**src/rtl/thd_pkg.sv**
```systemverilog
// Package for the trace halt detector.
// Holds the nibble width, the halt code and the helper functions that
// classify a nibble. It assumes that status nibbles are four bits wide.
package thd_pkg;

    localparam int NIB_W = 4;

    typedef logic [NIB_W-1:0] nib_t;

    localparam nib_t HALT_CODE = 4'hF;

    // True for the four marker codes 0x8..0xB (upper two bits are 10).
    function automatic logic is_marker(input nib_t n);
        return (n[3:2] == 2'b10);
    endfunction

    // True for the status code that means the core has stopped.
    function automatic logic is_halt_code(input nib_t n);
        return (n == HALT_CODE);
    endfunction

endpackage

```
**src/rtl/thd_nibble_step.sv**
```systemverilog
// Next-state logic for a single trace nibble (combinational only).
// It takes the tracking state and the halted level that hold before the
// nibble, and returns the state after it. It also reports a new detection,
// meaning a halt found while the level was still low.
// Assumes RUN_W can hold DATA_NIB_MAX+1 and BUD_W can hold DATA_NIB_MAX.
module thd_nibble_step
    import thd_pkg::*;
#(
    parameter int DATA_NIB_MAX = 7,
    parameter int RUN_W        = 4,
    parameter int BUD_W        = 3
) (
    input  nib_t             nib,
    input  logic [RUN_W-1:0] run_i,
    input  logic [BUD_W-1:0] allow_i,
    input  logic [BUD_W-1:0] budget_i,
    input  logic             halted_i,
    output logic [RUN_W-1:0] run_o,
    output logic [BUD_W-1:0] allow_o,
    output logic [BUD_W-1:0] budget_o,
    output logic             halted_o,
    output logic             trig_o
);

    localparam logic [RUN_W-1:0] RUN_SAT  = RUN_W'(DATA_NIB_MAX + 1);
    localparam logic [BUD_W-1:0] BUD_FULL = BUD_W'(DATA_NIB_MAX);

    logic [RUN_W-1:0] run_inc;
    logic [BUD_W-1:0] allow_eff;
    logic [BUD_W-1:0] budget_dec;
    logic             over;

    // Saturating run increment and the allowance that applies to this run.
    always_comb begin
        run_inc    = (run_i == RUN_SAT) ? RUN_SAT : run_i + RUN_W'(1);
        allow_eff  = (run_i == '0) ? budget_i : allow_i;
        budget_dec = (budget_i == '0) ? '0 : budget_i - BUD_W'(1);
        over       = (run_inc > RUN_W'(allow_eff));
    end

    // Pick the next state from the nibble class: marker, halt code or other.
    always_comb begin
        run_o    = '0;
        allow_o  = allow_i;
        budget_o = budget_dec;
        halted_o = 1'b0;
        trig_o   = 1'b0;
        if (is_marker(nib)) begin
            budget_o = BUD_FULL;
        end else if (is_halt_code(nib)) begin
            run_o    = run_inc;
            allow_o  = allow_eff;
            halted_o = halted_i | over;
            trig_o   = over & ~halted_i;
        end
    end

endmodule

```
**src/rtl/thd_track_reg.sv**
```systemverilog
// Register stage for the run count, the latched run allowance and the
// remaining data allowance. Reset is synchronous and active low, and all
// three registers go to zero on reset.
module thd_track_reg #(
    parameter int RUN_W = 4,
    parameter int BUD_W = 3
) (
    input  logic             clk,
    input  logic             rst_n,
    input  logic [RUN_W-1:0] run_d,
    input  logic [BUD_W-1:0] allow_d,
    input  logic [BUD_W-1:0] budget_d,
    output logic [RUN_W-1:0] run_q,
    output logic [BUD_W-1:0] allow_q,
    output logic [BUD_W-1:0] budget_q
);

    // Store the tracking state once per byte.
    always_ff @(posedge clk) begin
        if (!rst_n) begin
            run_q    <= '0;
            allow_q  <= '0;
            budget_q <= '0;
        end else begin
            run_q    <= run_d;
            allow_q  <= allow_d;
            budget_q <= budget_d;
        end
    end

endmodule

```
**src/rtl/thd_flag_reg.sv**
```systemverilog
// Output register stage for the halted level and the detection pulse.
// The pulse input is the OR of the per-nibble detections in the current
// byte, so the pulse register holds it for exactly one cycle.
module thd_flag_reg (
    input  logic clk,
    input  logic rst_n,
    input  logic halted_d,
    input  logic pulse_d,
    output logic halted_q,
    output logic pulse_q
);

    // Register both outputs; synchronous active-low reset.
    always_ff @(posedge clk) begin
        if (!rst_n) begin
            halted_q <= 1'b0;
            pulse_q  <= 1'b0;
        end else begin
            halted_q <= halted_d;
            pulse_q  <= pulse_d;
        end
    end

endmodule

```
**src/rtl/trace_halt_detector.sv**
```systemverilog
// Trace stream halt detector (top level).
// Each byte is split into nibbles, taken from the most significant one
// down, and they are chained through one step stage each within the cycle.
// A halt is declared when a run of 0xF nibbles outlasts the data allowance
// left by the last marker. Assumes BYTE_W is a multiple of four.
module trace_halt_detector
    import thd_pkg::*;
#(
    parameter int BYTE_W       = 8,
    parameter int DATA_NIB_MAX = 7
) (
    input  logic              clk,
    input  logic              rst_n,
    input  logic [BYTE_W-1:0] trace_byte,
    output logic              halt_pulse,
    output logic              halted
);

    localparam int NIBS  = BYTE_W / NIB_W;
    localparam int RUN_W = $clog2(DATA_NIB_MAX + 2);
    localparam int BUD_W = $clog2(DATA_NIB_MAX + 1);

    logic [RUN_W-1:0] run_q;
    logic [BUD_W-1:0] allow_q;
    logic [BUD_W-1:0] budget_q;

    logic [RUN_W-1:0] run_c    [NIBS+1];
    logic [BUD_W-1:0] allow_c  [NIBS+1];
    logic [BUD_W-1:0] budget_c [NIBS+1];
    logic             halted_c [NIBS+1];
    logic [NIBS-1:0]  trig_c;

    // Start of the nibble chain: the registered state.
    always_comb begin
        run_c[0]    = run_q;
        allow_c[0]  = allow_q;
        budget_c[0] = budget_q;
        halted_c[0] = halted;
    end

    // One step stage per nibble, the earliest nibble in the top bits.
    for (genvar i = 0; i < NIBS; i++) begin : g_nib
        thd_nibble_step #(
            .DATA_NIB_MAX(DATA_NIB_MAX),
            .RUN_W       (RUN_W),
            .BUD_W       (BUD_W)
        ) u_step (
            .nib     (trace_byte[BYTE_W-1-NIB_W*i -: NIB_W]),
            .run_i   (run_c[i]),
            .allow_i (allow_c[i]),
            .budget_i(budget_c[i]),
            .halted_i(halted_c[i]),
            .run_o   (run_c[i+1]),
            .allow_o (allow_c[i+1]),
            .budget_o(budget_c[i+1]),
            .halted_o(halted_c[i+1]),
            .trig_o  (trig_c[i])
        );
    end

    thd_track_reg #(
        .RUN_W(RUN_W),
        .BUD_W(BUD_W)
    ) u_track (
        .clk     (clk),
        .rst_n   (rst_n),
        .run_d   (run_c[NIBS]),
        .allow_d (allow_c[NIBS]),
        .budget_d(budget_c[NIBS]),
        .run_q   (run_q),
        .allow_q (allow_q),
        .budget_q(budget_q)
    );

    thd_flag_reg u_flags (
        .clk     (clk),
        .rst_n   (rst_n),
        .halted_d(halted_c[NIBS]),
        .pulse_d (|trig_c),
        .halted_q(halted),
        .pulse_q (halt_pulse)
    );

endmodule

```
**config.mk**
```make
export PLATFORM = sky130hd
export DESIGN_NAME = trace_halt_detector
export DESIGN_NICKNAME = d
export VERILOG_FILES = /design/src/rtl/thd_pkg.sv /design/src/rtl/thd_nibble_step.sv /design/src/rtl/thd_track_reg.sv /design/src/rtl/thd_flag_reg.sv /design/src/rtl/trace_halt_detector.sv
export SDC_FILE = /design/constraint.sdc
export NUM_CORES = 1
export LEC_CHECK = 0
export ABC_AREA = 1
export CORE_AREA = 2 2 45 47
export DETAILED_ROUTE_END_ITERATION = 8
export DIE_AREA = 0 0 47 49
export GPL_TIMING_DRIVEN = 0
export PLACE_DENSITY = 0.79
export SLEW_MARGIN = 20
export SYNTH_ARGS = -nofsm -noshare
export SYNTH_HDL_FRONTEND = slang
export SYNTH_SLANG_ARGS = --single-unit
```
**constraint.sdc**
```tcl
create_clock -name clk -period 6 [get_ports clk]
set_input_delay 0.9 -clock clk [delete_from_list [all_inputs] [get_ports clk]]
set_output_delay 0.9 -clock clk [all_outputs]
set_load 0.01 [all_outputs]
```
==> Yosys cells after proc, flatten, opt, wreduce, memory -nomap -nowiden <==
Index checks and enable logic that the tools add are counted.
{ "word_totals": {"word_cells": 51, "ff_bits": 12, "inputBits": 10} }
{ "op_classes": {"bitwise": 8, "muxes": 20, "n_addsub": 4, "n_eq_ne": 6, "n_lt_le_gt_ge": 2, "n_reduce_logical": 6} }
{ "ops": {"columns": ["operator", "count"], "rows": [
  ["3-bit two-way mux", 10],
  ["4-bit == test, second input constant", 4],
  ["4-bit two-way mux", 4],
  ["4-bit by 1-bit adder with 4-bit output, second input constant", 2],
  ["4-bit by 3-bit greater-than comparator with 1-bit output", 2],
  ["4-bit zero test", 2],
  ["3-bit zero test", 2],
  ["1-bit two-way mux", 6],
  ["3-bit by 1-bit subtractor with 3-bit output, second input constant", 2],
  ["2-bit == test, second input constant", 2],
  ["1-bit NOT", 4],
  ["3-bit OR reduction", 1],
  ["1-bit AND", 2],
  ["1-bit OR", 2],
  ["2-bit OR reduction", 1]
]} }

==> Longest topological paths before layout <==
Gate-level depths: netlist of run 1.
{ "logic_depth": {"ltp_word": 11, "ltp_mapped": 19, "ltp_nobuf": 19} }

==> Modules after synthesis <==
Synthesis of run 1 repeated with hierarchy kept, for this count alone.
{ "unflattened": {"hier_cells": 178, "hier_area_um2": 1103.6} }
{ "by_module_without_submodules": {"columns": ["module", "seq_area_each_um2", "cells_each", "instances", "area_per_inst_um2"], "rows": [
  ["thd_nibble_step", 0.0, 69, 2, 375.4],
  ["thd_track_reg", 200.2, 31, 1, 286.5],
  ["thd_flag_reg", 40.0, 6, 1, 55.1],
  ["trace_halt_detector", 0.0, 3, 1, 11.3]
]} }

==> Worst setup path before layout of run 1 <==
No wires, ideal clock.
{ "synth_path": {"path_type": "input -> register", "startpoint": "in trace_byte[5]", "endpoint": "reg u_flags.halted_q", "stages": 16, "arrival_ps": 2639, "path_buffers": 0, "setup_time_ps": 117, "path_slack_ps": 3243, "cell_sequence": "nand4_1 -> nor2_1 -> inv_1 -> ha_1 -> nand2_2 -> nor2_4 -> inv_2 -> nand2_1 -> and2_1 -> ha_1 -> a21oi_1 -> o21ai_0 -> nand2_1 -> nand3_2 -> nor2_1 -> nor2_1"} }
{ "synth_between": {"elab_chain_len": 7} }
{ "synth_lines": {"columns": ["element", "line", "source"], "rows": [
  ["start: declaration", "trace_halt_detector.sv:14", "input logic [BYTE_W-1:0] trace_byte,"],
  ["4-bit == test *", "thd_pkg.sv:19", "return (n == HALT_CODE);"],
  ["4-bit two-way mux", "thd_nibble_step.sv:50", "end else if (is_halt_code(nib)) begin"],
  ["4-bit two-way mux", "thd_nibble_step.sv:48", "if (is_marker(nib)) begin"],
  ["4-bit by 1-bit adder with 4-bit output (tied with other cells)", "thd_nibble_step.sv:35", "run_inc = (run_i == RUN_SAT) ? RUN_SAT : run_i + RUN_W'(1);"],
  ["4-bit two-way mux / 3-bit two-way mux (equally long branches)", "thd_nibble_step.sv:35, thd_nibble_step.sv:36", null],
  ["4-bit by 3-bit greater-than comparator with 1-bit output", "thd_nibble_step.sv:38", "over = (run_inc > RUN_W'(allow_eff));"],
  ["1-bit OR *", "thd_nibble_step.sv:53", "halted_o = halted_i | over;"],
  ["end signal: assignment", "thd_flag_reg.sv:19", "halted_q <= halted_d;"],
  ["end: declaration", "thd_flag_reg.sv:9", "output logic halted_q,"]
]} }
Mark *: on every way between the ends. The rest lies on a longest branch, timed or not.
A chain may end at the register's enable or synchronous reset.

==> Worst setup path in the final report of run 1 <==
{ "layout_path": {"startpoint": "in trace_byte[6]", "endpoint": "reg u_flags.halted_q"} }
{ "layout_between": {"elab_chain_len": 7} }
{ "layout_lines": {"columns": ["element", "line"], "rows": [
  ["4-bit == test", "thd_pkg.sv:19"],
  ["4-bit two-way mux", "thd_nibble_step.sv:50"],
  ["4-bit two-way mux", "thd_nibble_step.sv:48"],
  ["4-bit by 1-bit adder with 4-bit output (tied with other cells)", "thd_nibble_step.sv:35"],
  ["4-bit two-way mux / 3-bit two-way mux (equally long branches)", "thd_nibble_step.sv:35, thd_nibble_step.sv:36"],
  ["4-bit by 3-bit greater-than comparator with 1-bit output", "thd_nibble_step.sv:38"],
  ["1-bit OR *", "thd_nibble_step.sv:53"]
]} }
Marks and branches as above.

==> flow_metrics.tcl, run 1 <==
set metrics [dict create \
    htreeDepth 1 \
    synth_area_leader_cell "dfxtp_1" \
    hpwl_mm 1.72 \
    slew_violations 0 \
    drive_gt1_share_pct 11.8 \
    status "finished clean" \
    required_ps 6160 \
    hold_viol 0 \
    rows 16 \
    fin_crit_sh_pct 55.1 \
    clk_pin_slew_ps 70 \
    fp.dieH_um 49 \
    cp_cell_sequence "clkdlybuf4s50_1 -> nand4_1 -> nor2_1 -> inv_1 -> ha_1 -> nand2_2 -> nor2_4 -> inv_2 -> nand2_1 -> and2_1 -> ha_1 -> a21oi_1 -> o21ai_0 -> nand2_1 -> nand3_2 -> nor2_1 -> nor2_1" \
    grt.overflow.total 0 \
    post_cts_resized 0 \
    synth_area_per_cell_sq_um 6.46 \
    final-seq-area_sq_um 240 \
    setup_viol 0 \
    multi_input_area_sq_um 644 \
    synth-xor-area-share_pct 0.875 \
    seq_area_frac_synth_pct 24.0 \
    reg2reg_depth 19 \
    crit_fanout 7 \
    insertion_delay_ps 280 \
    synth_compound_area_share_pct 12.1 \
    cts_post_setup_buffers_inserted 0 \
    n_antenna_cell 0 \
    cellPowerDensity_nw_per_um2 150 \
    synth_simple_gate_area_share_pct 38.9 \
    fin_crit_ps 3310 \
    vias_per_cell 5.06 \
    endpoint_kind "flop" \
    synth_fp_nets 175 \
    worstReg2RegEnd "u_flags.halted_q" \
    synth_top_cell_area_share_pct 24.0 \
    die_area_sq_um 2300 \
    dieWidth_um 47 \
    synthMostInstantiatedCell "nand2_1" \
    power_w 0.000175 \
    fin_util_pct 63.4 \
    drc_errors 0 \
    crit_slowest_cell "clkdlybuf4s50_1" \
    crit_path_start_kind "input port" \
    syn-instance-count 155 \
    port_buffers 11 \
    synth_top_family_by_area "simple AND/OR/NAND/NOR gates" \
    crit_type "in2reg" \
    ant_nets 0 \
    firstDrtPassIters 4 \
    synth_warnings 0 \
    hold_start "u_flags.halted_q" \
    grt_usage_pct 21.7 \
    cp_data_arrival_time_ps 3470 \
    synth-edff-count 0 \
    ys_seq_elements 12 \
    max_slew_margin_pct 80.7 \
    rsz0062_at_grt "no" \
    leakagePower_nw 0.611 \
    irDropWorstVdd_mv 0.115 \
    fin_nets 191 \
    clk_path_buf_depth 2 \
    syn_area_sq_um 1000 \
    yosys.area_share.adder_pct 12.5 \
    drt_iter0_markers 10 \
    cts_buffers 3 \
    wl_mm 2.02 \
    ys.flop_type "dfxtp_1" \
    io_pins 12 \
    r2r_slack_ps 3280 \
    grt_max_degree 8 \
    skew_ps 8.47 \
    max_freq_mhz 302 \
    areaGrowthSynthToFinish_pct 16.6 \
    min_path_type "reg2reg" \
    worst_r2r_startpoint "u_track.run_q[0]" \
    yosysUniqueCellTypes 25 \
    cts_num_sinks 12 \
    floorplan.initialDensity_pct 54.3 \
    vias 991 \
    cts_tree "built" \
    gp_congestion 0.902 \
    max_cap_viol_count 0 \
    synth.area.mux_share_pct 0 \
    cp-startpoint "trace_byte[6]" \
    nFillCells 175 \
    wire_per_inst_um 10.3 \
    ctsHoldBuffers 0 \
    tns_ps 0 \
    synth.area.top_cells "dfxtp_1, nand2_1, ha_1" \
    path_common_cell "nor2_1" \
    fin_hold_ws_ps 564 \
    root_buffer "clkbuf_4" \
    worst_slew_pin_slew_ps 289 \
    synth_common_cells "nand2_1, inv_1, nor2_1" \
    critPathCapture "u_flags.halted_q" \
    grt_pass1_vias 944 \
    slowest_delay_ps 520 \
    grt_pass1_wl_mm 3.75 \
    antenna_found_initial 0 \
    coreArea_sq_um 1840 \
    async_flop_share_pct 0 \
]
-- where the power goes --
group / internal [W] / switching [W] / total [W]
clock: 0.0000233 / 0.0000267 / 0.0000499
combinational: 0.0000188 / 0.0000212 / 0.0000400
sequential: 0.0000825 / 0.00000277 / 0.0000853
total: 0.000125 / 0.0000507 / 0.000175
-- registers in the layout (all words and copies together), names as in the netlist --
register / count
u_track.allow_q: 3
u_track.run_q: 4
u_flags.pulse_q: 1
u_flags.halted_q: 1
u_track.budget_q: 3
-- area by class of cell --
class	count	share of cell area [%]
inverters	31	9.97
repair buffers	11	9.43
multi-input cells	112	55.2
well taps	27	2.89
clock buffers	3	1.93
flip-flops and latches	12	20.6
-- through the flow --
| step | setup slack, ps | cell area, sq um | instances |
|---|---|---|---|
| final | 2690 | 1170 | 196 |
| after floorplan | 3240 | 1000 | 155 |
| after CTS | 2670 | 1170 | 196 |
| after detailed placement | 2400 | 1140 | 193 |
| after global placement | 2510 | 1140 | 193 |
| after global routing | 2430 | 1170 | 196 |
-- worst min-delay path by stage --
stage                                     end  slack, ps  depth (start not counted)
after detailed placement      u_flags.pulse_q        550                          2
after global placement        u_flags.pulse_q        540                          2
final                         u_flags.pulse_q        560                          2
after CTS                     u_flags.pulse_q        570                          2
after global routing          u_flags.pulse_q        600                          2
after floorplan           u_track.budget_q[1]        560                          3
-- per-layer routing --
metal,up-vias,global-route usage (%),part of all wire [%]
met5,-,0,0
met4,0,9.26,2.9
met3,7,2.59,5.1
met2,25,35.6,50
met1,441,27.6,42
li1,518,-,-
-- cells by family (layout without fill, tap and decap cells) --
family,after synthesis,in the layout
adder cells (fa/ha/maj),10,10
flip-flops,12,12
AO/OA/AOI/OAI,22,22
XOR/XNOR,1,1
buffers and inverters,31,45
AND/OR/NAND/NOR,79,79
-- worst max-delay path, delay by kind of cell --
family,cells,cell delay [ps]
adders and majority gates,2,500
and+or+nand+nor,10,1200
AOI/OAI and AO/OA,2,210
buffers and inverters,3,660
-- cells in the final DEF (no fill, tap or decap), types with 2 or more instances in the layout --
cell and instances:
a21oi_1 5, and2_1 2, clkbuf_4 3, clkdlybuf4s50_1 11, dfxtp_1 12, ha_1 10, inv_1 28, inv_2 3
nand2_1 38, nand2_2 4, nand3_1 8, nand3_2 4, nand4_1 3, nor2_1 13, o21ai_0 10, o21ai_1 3
or2_2 2
(Power assumes the default switching activity.)
==> run 2, diff against run 1 <==
Settings changed: CORE_AREA 2 2 45 47 to 2 2 47 49, DIE_AREA 0 0 47 49 to 0 0 49 51, PLACE_DENSITY 0.79 to 0.73.
Clock period 6 ns to 3.2 ns, I/O delays scaled along.
==> run 2 against run 1 <==
Against the previous run: clock-buffer cell count grew 1; power grew 110%; combinational power grew 89%; sequential power grew 88%; die area grew 8.5%; core utilization shrank 6.1 points; sequential share of layout area shrank 0.26 points; final cell count grew 1.0%; via count shrank 1.5%; non-clock buffer count is the same.
==> flow_metrics.tcl, run 2 (synthesis results as in run 1) <==
set metrics [dict create \
    antenna_found_initial 0 \
    die_area_sq_um 2500 \
    cellPowerDensity_nw_per_um2 307 \
    htreeDepth 1 \
    grt_pass1_vias 859 \
    r2r_slack_ps 480 \
    root_buffer "clkbuf_4" \
    hpwl_mm 1.74 \
    vias 976 \
    top_register "u_track.run_q" \
    coreArea_sq_um 2060 \
    rsz0062_at_grt "no" \
    drc_errors 0 \
    hold_viol 0 \
    crit_type "in2reg" \
    largest_reg_flops 4 \
    leakagePower_nw 0.618 \
    worst_slew_pin_slew_ps 301 \
    grt_usage_pct 18.2 \
    cts_buffers 3 \
    grt_max_degree 8 \
    reg2reg_depth 19 \
    floorplan.initialDensity_pct 48.5 \
    skew_ps 4.06 \
    areaGrowthSynthToFinish_pct 18.1 \
    endpoint_kind "flop" \
    max_cap_viol_count 0 \
    wire_per_inst_um 10.5 \
    gp_congestion 0.879 \
    crit_path_start_kind "input port" \
    io_pins 12 \
    min_path_type "reg2reg" \
    worstHoldPathCells 2 \
    status "finished clean" \
    cp_data_arrival_time_ps 3040 \
    grt_pass1_wl_mm 3.41 \
    max_slew_margin_pct 79.7 \
    max_freq_mhz 349 \
    cts_post_setup_buffers_inserted 0 \
    n_antenna_cell 0 \
    top_regs "u_track.run_q x4, u_track.allow_q x3, u_track.budget_q x3" \
    tns_ps 0 \
    clk_path_buf_depth 2 \
    cts_num_sinks 12 \
    clk_pin_slew_ps 80 \
    irDropWorstVdd_mv 0.202 \
    fin_crit_ps 2870 \
    cts_tree "built" \
    vias_per_cell 4.93 \
    slew_violations 0 \
    setup_viol 0 \
    firstDrtPassIters 4 \
    drive_gt1_share_pct 12.4 \
    grt.overflow.total 0 \
    fin_nets 191 \
    insertion_delay_ps 290 \
    port_buffers 11 \
    final_common_cell "nand2_1" \
    power_w 0.000363 \
    ctsHoldBuffers 0 \
    fp.dieH_um 51 \
    post_cts_resized 0 \
    fin_crit_sh_pct 89.6 \
    dp_slack_ps 24.0 \
    required_ps 3380 \
    wl_mm 2.09 \
    crit_fanout 7 \
    dieWidth_um 49 \
    fin_hold_ws_ps 557 \
    ant_nets 0 \
    drt_iter0_markers 17 \
    final_cell_mix "nand2_1, inv_1, nor2_1" \
    worst_slack_ps 334 \
    rows 17 \
]
-- run 2: path summary, 6_finish.rpt --
| path | end | start |
|---|---|---|
| worst max-delay path | u_flags.halted_q | trace_byte[6] |
| worst min-delay path | u_flags.pulse_q | u_flags.halted_q |
| worst max register to register | u_flags.halted_q | u_track.run_q[0] |
| worst min register to register | u_flags.pulse_q | u_flags.halted_q |
-- run 2: routing by layer --
metal | vias up | track usage, % | part of all wire [%]
met5 | - | 0 | 0
met4 | 0 | 7.14 | 1.5
met3 | 5 | 3.80 | 4.2
met2 | 22 | 35.6 | 50
met1 | 430 | 18.9 | 44
li1 | 519 | - | -
-- run 2: worst max-delay path, stage by stage --
cell and delay [ps]:
clkdlybuf4s50_1 510, nand4_1 270, nor2_1 230, inv_1 80, ha_1 200, nand2_2 110, nor2_4 50, inv_2 60
nand2_1 60, and2_1 170, ha_1 310, a21oi_1 120, o21ai_0 90, nand2_1 80, nand3_2 80, nor2_1 100
nor2_1 50
-- run 2: per-stage QoR --
step | util, % | instances | area (sq um)
after floorplan | - | 155 | 1000
final | 57.3 | 198 | 1180
after global routing | 57.3 | 198 | 1180
after CTS | 57.3 | 198 | 1180
after global placement | 55.5 | 194 | 1150
after detailed placement | 55.5 | 194 | 1150
-- run 2: area by class of cell --
| cell class | count | area (sq um) |
|---|---|---|
| Fill cell | 210 | 881 |
| Multi-Input combinational cell | 112 | 644 |
| Sequential cell | 12 | 240 |
| Inverter | 31 | 116 |
| Timing Repair Buffer | 11 | 110 |
| Clock buffer | 4 | 36.3 |
| Tap cell | 28 | 35.0 |
-- run 2: power breakdown --
group	internal, W	leakage [nW]	switching [W]
combinational	0.0000354	0.499	0.0000402
clock	0.0000693	0.0210	0.0000581
sequential	0.000155	0.0978	0.00000516
